<file path="src/rtl/tmr_cmp.sv">
module tmr_cmp #(
  parameter int CNT_W = 32,
  parameter int PSC_W = 3
) (
  input  logic        clk,
  input  logic        rst_n,
  input  logic [7:0]  addr,
  input  logic        wr_en,
  input  logic [31:0] wdata,
  output logic [31:0] rdata,
  output logic        irq
);
  localparam int DIV_W = (1 << PSC_W) - 1;
  localparam logic [7:0] A_PARAM = 8'h04, A_CTRL = 8'h10, A_CNT = 8'h14,
                         A_MOD = 8'h18, A_STAT = 8'h1C, A_CHC = 8'h20, A_CMP = 8'h24;

  logic [CNT_W-1:0] cnt_q, mod_q, cmp_q, cnt_nxt;
  logic [1:0]       clk_mode_q;
  logic [PSC_W-1:0] psc_q;
  logic [DIV_W-1:0] div_q, div_mask;
  logic             ovf_q, chie_q, chf_q;
  logic [3:0]       chmode_q;
  logic             run, tick, wrap, hit, cnt_wr;

  assign cnt_wr   = wr_en && addr == A_CNT;
  assign run      = clk_mode_q == 2'b01;
  assign div_mask = (DIV_W'(1) << psc_q) - DIV_W'(1);
  assign tick     = run && ((div_q & div_mask) == div_mask) && !cnt_wr;
  assign wrap     = cnt_q == mod_q;
  assign cnt_nxt  = wrap ? '0 : cnt_q + CNT_W'(1);
  assign hit      = tick && chmode_q == 4'h4 && cnt_nxt == cmp_q;

  always_ff @(posedge clk or negedge rst_n) begin
    if (!rst_n) begin
      cnt_q <= '0; div_q <= '0; mod_q <= '1; cmp_q <= '0;
      clk_mode_q <= '0; psc_q <= '0; ovf_q <= 1'b0;
      chmode_q <= '0; chie_q <= 1'b0; chf_q <= 1'b0;
    end else begin
      div_q <= (!run || cnt_wr) ? '0 : div_q + DIV_W'(1);
      if (cnt_wr)    cnt_q <= '0;
      else if (tick) cnt_q <= cnt_nxt;

      if (wr_en && addr == A_CTRL) begin
        clk_mode_q <= wdata[4:3];
        psc_q      <= wdata[PSC_W-1:0];
      end
      if (wr_en && addr == A_MOD) mod_q <= wdata[CNT_W-1:0];
      if (wr_en && addr == A_CMP) cmp_q <= wdata[CNT_W-1:0];
      if (wr_en && addr == A_CHC) begin
        chmode_q <= wdata[5:2];
        chie_q   <= wdata[6];
      end

      if (tick && wrap)                             ovf_q <= 1'b1;
      else if (wr_en && addr == A_CTRL && wdata[7]) ovf_q <= 1'b0;

      if (hit)                                           chf_q <= 1'b1;
      else if (wr_en && ((addr == A_STAT && wdata[0]) ||
                         (addr == A_CHC  && wdata[7])))  chf_q <= 1'b0;
    end
  end

  always_comb begin
    rdata = '0;
    case (addr)
      A_PARAM: rdata[23:16] = 8'(CNT_W);
      A_CTRL:  rdata = {24'd0, ovf_q, 2'b00, clk_mode_q, 3'(psc_q)};
      A_CNT:   rdata = 32'(cnt_q);
      A_MOD:   rdata = 32'(mod_q);
      A_STAT:  rdata = {31'd0, chf_q};
      A_CHC:   rdata = {24'd0, chf_q, chie_q, chmode_q, 2'b00};
      A_CMP:   rdata = 32'(cmp_q);
      default: rdata = '0;
    endcase
  end

  assign irq = chf_q & chie_q;
endmodule


</file>
<file path="config.mk">
export PLATFORM = sky130hd
export DESIGN_NAME = tmr_cmp
export DESIGN_NICKNAME = d
export VERILOG_FILES = /design/src/rtl/tmr_cmp.sv
export SDC_FILE = /design/constraint.sdc
export NUM_CORES = 1
export LEC_CHECK = 0
export ABC_AREA = 1
export ABC_CLOCK_PERIOD_IN_PS = 2180
export BUFFER_PORTS_ARGS = -buffer_cell sky130_fd_sc_hd__buf_2
export CAP_MARGIN = 40
export CORE_MARGIN = 2
export CORE_UTILIZATION = 55
export CTS_CLUSTER_SIZE = 30
export DETAILED_ROUTE_END_ITERATION = 12
export MAX_ROUTING_LAYER = met4
export PLACE_DENSITY_LB_ADDON = 0.12
export SETUP_SLACK_MARGIN = 0.2
export SLEW_MARGIN = 0
export SYNTH_ARGS = -nofsm -noshare
export SYNTH_HDL_FRONTEND = slang
export SYNTH_SLANG_ARGS = --single-unit
export TNS_END_PERCENT = 5
</file>
<file path="constraint.sdc">
create_clock -name clk -period 2.18 [get_ports clk]
set_input_delay 0.109 -clock clk [delete_from_list [all_inputs] [get_ports clk]]
set_output_delay 0.109 -clock clk [all_outputs]
set_load 0.02 [all_outputs]
</file>
### Word level (Yosys, flattened, before mapping)

Index checks and enable logic that the tools add are counted.

| storage, ports and cells | value |
|---|---|
| flip-flop bits (word level) | 115 |
| bits in latches | 0 |
| memory bits (writable) | 0 |
| ROM bits | 0 |
| input port bits | 43 |
| word-level logic and storage cells | 60 |
| memories | 0 |

| cells by class | value |
|---|---|
| add/subtract/negate cells | 3 |
| multipliers | 0 |
| div/mod/pow operators | 0 |
| $lt $le $gt $ge | 0 |
| eq/ne operators | 12 |
| shift operators | 1 |
| mux-type cells | 11 |
| bitwise logic cells | 2 |
| reduce and logical (&&, ||, !) cells | 21 |

Operator list:

| kind | number |
|---|---|
| $mux 32 | 3 |
| $pmux 16 s6 | 1 |
| $eq 32x32->1 | 2 |
| $add 32x1->32 const B | 1 |
| $eq 8x5->1 const B | 4 |
| $pmux 8 s4 | 1 |
| $pmux 8 s3 | 1 |
| $eq 8x6->1 const B | 2 |
| $logic_and 1x1->1 | 14 |
| $eq 8x3->1 const B | 1 |
| $add 7x1->7 const B | 1 |
| $and 7x7->7 | 1 |
| $eq 7x7->1 | 1 |
| $mux 7 | 1 |
| $shl 1x3->7 const A | 1 |
| $sub 7x2->7 const B | 1 |
| $reduce_bool 2->1 | 3 |
| $eq 4x3->1 const B | 1 |
| $mux 1 | 4 |
| $eq 2x1->1 const B | 1 |
| $logic_not 1->1 | 2 |
| $logic_or 1x1->1 | 2 |
| $and 1x1->1 | 1 |

### Longest topological paths before layout

Gate-level depths: netlist of the first run.

| logic depth | value |
|---|---|
| depth in word-level cells | 9 |
| gate-level depth with buffers | 17 |

### Worst setup path after synthesis of the first run

Ideal clock, no wire load.

| timing | value |
|---|---|
| path kind | reg-to-reg |
| start point | register cnt_q[0] |
| end point | register chf_q |
| library setup time | 0.075 ns |
| arrival time | 1.799 ns |
| required time | 2.105 ns |
| path slack | 0.306 ns |
| stages on the path, launching flop included | 18 |
| buffers on the path | 0 |
| period minus slack after synthesis | 1.874 ns |
| path through | dfrtp_1 > ha_1 > nand2_1 > nor2_1 > inv_2 > nor2_4 > nand2_2 > nor2_2 > nand2_1 > nand2_1 > nand2_1 > nand2_1 > nand2_1 > nor2_1 > nand2_1 > nor2_1 > nand3_1 > o21bai_2 |

| between the ends | value |
|---|---|
| longest elaborated chain between the ends | 5 |
| elaborated cells on any way between the ends | 7 |

RTL lines:

| item | line | RTL |
|---|---|---|
| start: declaration | 17 | `logic [CNT_W-1:0] cnt_q, mod_q, cmp_q, cnt_nxt;` |
| start signal: assignment | 41 | `else if (tick) cnt_q <= cnt_nxt;` |
| $add 32x1->32 or $eq 32x32->1 (tied branches) | 30, 29 |  |
| $mux 32 * | 30 | `assign cnt_nxt = wrap ? '0 : cnt_q + CNT_W'(1);` |
| $eq 32x32->1 * | 31 | `assign hit = tick && chmode_q == 4'h4 && cnt_nxt == cmp_q;` |
| $logic_and 1x1->1 * | 31 |  |
| $mux 1 or $reduce_bool 2->1 (tied branches) | -- |  |
| end signal: assignment | 37 | `chmode_q <= '0; chie_q <= 1'b0; chf_q <= 1'b0;` |
| end signal: assignment | 57 | `if (hit) chf_q <= 1'b1;` |
| end: declaration | 21 | `logic ovf_q, chie_q, chf_q;` |

Mark *: on every way between the ends. The rest lies on a longest branch, timed or not.
A chain may end at the register's enable or synchronous reset.

### Final worst setup path of the first run

| timing | value |
|---|---|
| start point | register cnt_q[1] |
| end point | register chf_q |

The elaborated chain is that of the path after synthesis.

==> results.cfg, run 1 <==
[sta]
slew_viol_final = 0
finalHoldViolCount = 4
relSlewSlack_pct = 61.2
max_clock_freq_ghz = 0.447
worst_pin_slew_ps = 582
post-route-min-period_ps = 2240
fin_ws_ps = -57.9
setup_violations = 1
fin_tns_setup_ps = -57.9
rsz0062_at_grt = yes
skew_ps = 8.78
period_share_pct = 103
timing.hold.ws_ps = -3.29

[power]
irDropWorstVdd_v = 0.000815
p_seq_share_pct = 31.4
p_int_uw = 6180
switching_share_pct = 35.8
p_leak_uw = 0.00450
p_sw_uw = 3440
powerDensity_mw_per_mm2 = 1030
power_uw = 9620
pwr-share-clk_pct = 33.3
combPwrFrac_pct = 35.3

[layout]
layout.nets = 1198
stdcell_area_mm2 = 0.00933
area_delta_synth_final_pct = 31.8
finalNonFillerCells = 1340
layout_common_cells = nand2_1, inv_1, o21ai_0, dfrtp_1, buf_2
final_common_cell = nand2_1
drive_gt1_share_pct = 23.7

[detailed_routing]
drtPass1Iterations = 5
vias = 7164
drc = 0
wl_mm = 21.1
initialDrtViolationCount = 550
wl_per_cell_um = 15.7
vias_per_cell = 5.35
ant_nets = 0

[worst_setup_path]
critPathCaptureType = register
crit_path_start_kind = register
cpPeakStageDelay_ps = 370
cp.required_ps = 2540
cp_max_fo = 3
critical_path_class = register to register
worst-endpoint-arrival_ps = 2600
cpMaxStageDelayCell = dfrtp_1
path_buf_inv = 2
crit_chain = ha_1, nand2_1, nor2_2, buf_4, inv_2, nor2_4, nand2_4, nor2_4, nor2_1, nor2_2, nand2_1, nand2_1, nand2_1, nor2_1, nand2_1, nor2_2, nand3_1, o21bai_2
crit_family = simple AND/OR/NAND/NOR gates
worst_path_most_repeated_cell = nand2_1

[clock_tree]
cts_tree = built
insertion_delay_ps = 430
cts.htree.levels = 4
cts_root_buf = clkbuf_16
numCtsBuffers = 17
cts_num_sinks = 115
path_clk_slew_ps = 60
clock_tree.buffer_depth = 2

[place]
hpwl_mm = 14.6
io_buffers = 75
place.gp.congestion = 0.986
dp.cells = 1266
place_ws_ps = -191
dpl_cell_area_mm2 = 0.00805

[synth]
synth_xor_area_share_pct = 5.57
yosys.area_share.simple_pct = 28.6
avgSynthCellArea_um2 = 7.15
yosysWarnings = 0
synth_nets = 1035
synth_edf_count = 0
muxShareOfSynthArea_pct = 0
synth_adder_area_share_pct = 0.353
ys.flop_type = dfrtp_1
synthCells = 990
synthArstFlopShare_pct = 100
ys_seq_area_share_pct = 41.2
synth-compound-area-share_pct = 14.5
synth_cell_types = 37
syn_area_mm2 = 0.00708
ys_seq_elements = 115
synth_top_family_by_area = simple AND/OR/NAND/NOR gates

[global_routing]
grt_pass1_wl_mm = 34.9
grt_max_degree = 65
antenna_found_initial = 2
overflow = 0
grt_usage_pct = 32.7
grt_pass1_vias = 7015

[job]
cap_viol_max_count = 0

[min_path]
hold_path_class = primary input to register

[outcome]
status = finished with violations
violations = negative hold slack, negative setup slack

[die]
initial_core_util_pct = 56.3
core_area_mm2 = 0.0126
die_x_um = 117
pin_count = 76
die_y_um = 117
std_cell_rows = 41
dieArea_mm2 = 0.0138
kinds of logic (layout without fill, tap and decap cells):
group | count (synthesis) | count (layout)
other | 0 | 2
adder cells (fa/ha/maj) | 2 | 2
AND/OR/NAND/NOR | 482 | 482
buffers and inverters | 180 | 356
AO/OA/AOI/OAI | 166 | 166
XOR/XNOR | 45 | 45
flip-flops | 115 | 115
sequential cells by signal (all words and copies together), names as in the netlist:
register,flops
cnt_q,32
psc_q,3
clk_mode_q,2
chmode_q,4
chie_q,1
ovf_q,1
cmp_q,32
div_q,7
chf_q,1
mod_q,32
cells in the mapped netlist, types with 2 or more instances:
| cell type | n | area, µm² |
|---|---|---|
| nand2_1 | 317 | 1190 |
| inv_1 | 133 | 499 |
| o21ai_0 | 84 | 420 |
| dfrtp_1 | 83 | 2080 |
| nor2_1 | 72 | 270 |
| nand3_1 | 48 | 240 |
| o22ai_1 | 34 | 213 |
| dfstp_2 | 32 | 841 |
| xnor2_1 | 28 | 245 |
| o221ai_1 | 26 | 228 |
| clkbuf_1 | 20 | 75.1 |
| xor2_1 | 17 | 149 |
| inv_2 | 15 | 56.3 |
| buf_2 | 11 | 55.1 |
| nand2_2 | 9 | 56.3 |
| nor3_1 | 8 | 40.0 |
| nor2_4 | 7 | 78.8 |
| a221oi_1 | 6 | 52.6 |
| nand4_1 | 6 | 37.5 |
| a21oi_1 | 5 | 25.0 |
| nor2_2 | 5 | 31.3 |
| o211ai_1 | 3 | 22.5 |
| a211oi_1 | 2 | 15.0 |
| ha_1 | 2 | 25.0 |
| nand3_2 | 2 | 20.0 |
| nand3b_1 | 2 | 15.0 |
| nor3_2 | 2 | 20.0 |
| nor4_1 | 2 | 12.5 |
worst reg2reg max path: stages (launching register included):
cell	delay [ps]
dfrtp_1	370
ha_1	170
nand2_1	100
nor2_2	120
buf_4	120
inv_2	40
nor2_4	160
nand2_4	100
nor2_4	120
nor2_1	60
nor2_2	100
nand2_1	70
nand2_1	60
nand2_1	40
nor2_1	90
nand2_1	100
nor2_2	130
nand3_1	110
o21bai_2	110
per-stage QoR:
step	util [%]	hold slack, ps
2_1_floorplan	-	-187
3_3_place_gp	64.1	-17.1
3_5_place_dp	64.1	-20.1
4_1_cts	74.0	4.83
5_1_grt	74.2	24.2
6_report	74.2	-3.29
power groups by stage:
| stage | Sequential, µW | Combinational, µW | Clock, µW |
|---|---|---|---|
| 5_1_grt | 3080 | 3790 | 3300 |
| 6_report | 3020 | 3400 | 3200 |
| 3_3_place_gp | 3030 | 3080 | 0 |
| 2_1_floorplan | 2940 | 2140 | 0 |
| 3_5_place_dp | 3040 | 3100 | 0 |
| 4_1_cts | 3010 | 3320 | 3210 |
layer usage:
metal / up-vias / routed length [µm] / GRT usage [%]
met1: 3352 / 9090 / 40.7
li1: 3530 / - / -
met4: 0 / 450 / 10.5
met5: - / 0 / -
met2: 242 / 10200 / 53.4
met3: 40 / 1330 / 7.32
area by class of cell:
type | count | area, µm²
multi-input cells | 695 | 3600
fillers | 983 | 3240
flip-flops and latches | 115 | 2920
repair buffers | 176 | 1360
inverters | 148 | 564
clock buffers | 24 | 502
well taps | 172 | 215
clock inverters | 8 | 171
diodes | 2 | 5.00
final timing paths:
kind	end	slack, ps	depth (start not counted)	from
hold reg to reg	div_q[0]	490	1	div_q[0]
setup / recovery	chf_q	-60	18	cnt_q[1]
hold / removal	cmp_q[3]	-3	3	wdata[3]
setup reg to reg	chf_q	-60	18	cnt_q[1]
min in group asynchronous	cmp_q[10]	70	2	rst_n
max in group asynchronous	mod_q[24]	1320	3	rst_n
repair_timing:
item / 4_1_cts / 5_1_grt
setup endpoints to repair: 1 / 22
buffers inserted: 6 / 0
gates resized for setup: 39 / 7
pin swaps: 15 / 5
gates cloned: 3 / 0
endpoints found under the hold margin: 147 / 0
hold buffers: 31 / 0
(Power assumes the default switching activity.)
==> run 2: changes to the inputs <==
--- a/config.mk
+++ b/config.mk
@@ -6,15 +6,15 @@
 export NUM_CORES = 1
 export LEC_CHECK = 0
 export ABC_AREA = 1
-export ABC_CLOCK_PERIOD_IN_PS = 2180
-export BUFFER_PORTS_ARGS = -buffer_cell sky130_fd_sc_hd__buf_2
+export ABC_CLOCK_PERIOD_IN_PS = 2740
+export BUFFER_PORTS_ARGS = -buffer_cell sky130_fd_sc_hd__clkbuf_2
 export CAP_MARGIN = 40
 export CORE_MARGIN = 2
 export CORE_UTILIZATION = 55
 export CTS_CLUSTER_SIZE = 30
 export DETAILED_ROUTE_END_ITERATION = 12
 export MAX_ROUTING_LAYER = met4
-export PLACE_DENSITY_LB_ADDON = 0.12
+export PLACE_DENSITY_LB_ADDON = 0.2
 export SETUP_SLACK_MARGIN = 0.2
 export SLEW_MARGIN = 0
 export SYNTH_ARGS = -nofsm -noshare
==> constraint.sdc (replaced) <==
create_clock -name clk -period 2.74 [get_ports clk]
set_input_delay 0.137 -clock clk [delete_from_list [all_inputs] [get_ports clk]]
set_output_delay 0.137 -clock clk [all_outputs]
set_load 0.02 [all_outputs]
==> results.cfg, run 2 (same netlist as run 1, synthesis figures left out) <==
[outcome]
status = finished clean

[sta]
rsz0062_at_grt = no
finalHoldViolCount = 0
skew_ps = 6.99
timing.hold.ws_ps = 234
setup_violations = 0
post-route-min-period_ps = 2300
period_share_pct = 83.8
relSlewSlack_pct = 67.1
max_clock_freq_ghz = 0.435
fin_tns_setup_ps = 0
slew_viol_final = 0
worst_pin_slew_ps = 492

[global_routing]
grt_pass1_wl_mm = 33.8
grt_pass1_vias = 6753
use_met2_pct = 50.3
grt_max_degree = 63
overflow = 0
antenna_found_initial = 0
grt_util_met3_pct = 6.25
grt_usage_pct = 31.8
grt.met1_usage_pct = 40.5
gr-max-usage-layer = met2

[layout]
final_common_cell = nand2_1
insertedDiodeCount = 0
area_delta_synth_final_pct = 22.0
stdcell_area_mm2 = 0.00863
layout_common_cells = nand2_1, inv_1, o21ai_0
drive_gt1_share_pct = 18.0
top_regs = cmp_q (32), cnt_q (32), mod_q (32)
fillers = 1069
layout.nets = 1146

[worst_setup_path]
cp.required_ps = 3100
worstReg2RegStart = mod_q[1]
r2r_cells = 14
cp_max_fo = 32
crit_path_start_kind = register
reg2reg_setup_slack_ps = 440
worst-endpoint-arrival_ps = 2650
setup.worst_path.start = mod_q[1]
rr_endpoint = chf_q
critical_path_class = register to register
critPathCapture = chf_q
critPathCaptureType = register

[min_path]
hold_path_class = primary input to asynchronous set/reset pin

[clock_tree]
post-cts-setup-buffers = 0
cts_num_sinks = 115
numCtsBuffers = 17
cts_tree = built
cts_root_buf = clkbuf_16
path_clk_slew_ps = 60
clock_tree.buffer_depth = 2
insertion_delay_ps = 430
cts.htree.levels = 4

[job]
cap_viol_max_count = 0

[place]
io_buffers = 75
dpl_cell_area_mm2 = 0.00771
hpwl_mm = 14.6
place.gp.congestion = 0.978

[detailed_routing]
wl_mm = 20.5
initialDrtViolationCount = 537
wl_per_cell_um = 16.0
vias_per_cell = 5.45
drtPass1Iterations = 7
ant_nets = 0
drc = 0
vias = 7013

[die]
std_cell_rows = 41
initial_core_util_pct = 56.3
die_x_um = 117
pin_count = 76
core_area_mm2 = 0.0126
die_y_um = 117
dieArea_mm2 = 0.0138

[power]
irDropWorstVdd_v = 0.000488
p_leak_uw = 0.00408
powerDensity_mw_per_mm2 = 799
==> run 2: changes by cell type in the layout (fill, tap and decap cells not counted), moves of 4 or more <==
cell	previous run	this run
buf_2	74	0
clkbuf_2	0	74
buf_4	60	14
nor2_1	60	71
nand2_1	306	316
nor2_2	13	5
nand2_4	6	0
buf_12	6	2
nand2_2	14	10
==> run 2: worst min path at each step <==
| stage | end | depth (start not counted) | start |
|---|---|---|---|
| final | chmode_q[3] | 3 | rst_n |
| after global routing | chmode_q[3] | 3 | rst_n |
| after CTS | chmode_q[2] | 5 | wr_en |
| after detailed placement | chmode_q[3] | 2 | rst_n |
| after global placement | cmp_q[8] | 1 | rst_n |
| after floorplan | chf_q | 0 | rst_n |
==> run 2: critical path: stages (launching register included) <==
cell,delay (ps)
dfstp_2,560
xnor2_1,120
nand2_1,90
nor2_1,190
nand2_1,80
nor2_1,130
nand2_2,60
buf_4,240
nand3_1,110
nand2_1,50
nor2_1,140
nand2_1,90
nor2_1,130
nand3_1,100
o21bai_2,120
==> run 2: layer usage <==
| metal | vias to the layer above | share of wire (%) |
|---|---|---|
| li1 | 3417 | - |
| met1 | 3225 | 43 |
| met2 | 305 | 47 |
| met3 | 66 | 7.5 |
| met4 | 0 | 2.7 |
| met5 | - | 0 |
==> run 2: power breakdown <==
group          switching [µW]  internal, µW  total, µW
sequential                429          2020       2450
combinational            1370           878       2250
clock                     826          1380       2200
==> run 2: per-stage QoR <==
| step | std cells | setup WS (ps) | power, µW | util (%) |
|---|---|---|---|---|
| after floorplan | 990 | 866 | 4040 | - |
| after global placement | 1220 | 471 | 4570 | 61.1 |
| after detailed placement | 1221 | 427 | 4610 | 61.3 |
| after CTS | 1286 | 377 | 6870 | 68.6 |
| after global routing | 1286 | 209 | 7330 | 68.7 |
| final | 1286 | 443 | 6900 | 68.7 |
==> run 2: cell type report <==
type | instances | area (µm²) | share of cell area (%)
clock inverter | 13 | 135 | 1.56
sequential | 115 | 2920 | 33.8
multi-input combinational | 695 | 3480 | 40.4
tap | 172 | 215 | 2.49
inverter | 148 | 556 | 6.43
timing repair buffer | 124 | 873 | 10.1
clock buffer | 19 | 453 | 5.25
==> run 2: what timing repair did <==
item / in CTS / in global routing
hold buffers: 33 / 0
resized for setup: 0 / 2
setup endpoints to repair: 0 / 1
hold endpoints to repair: 137 / 0
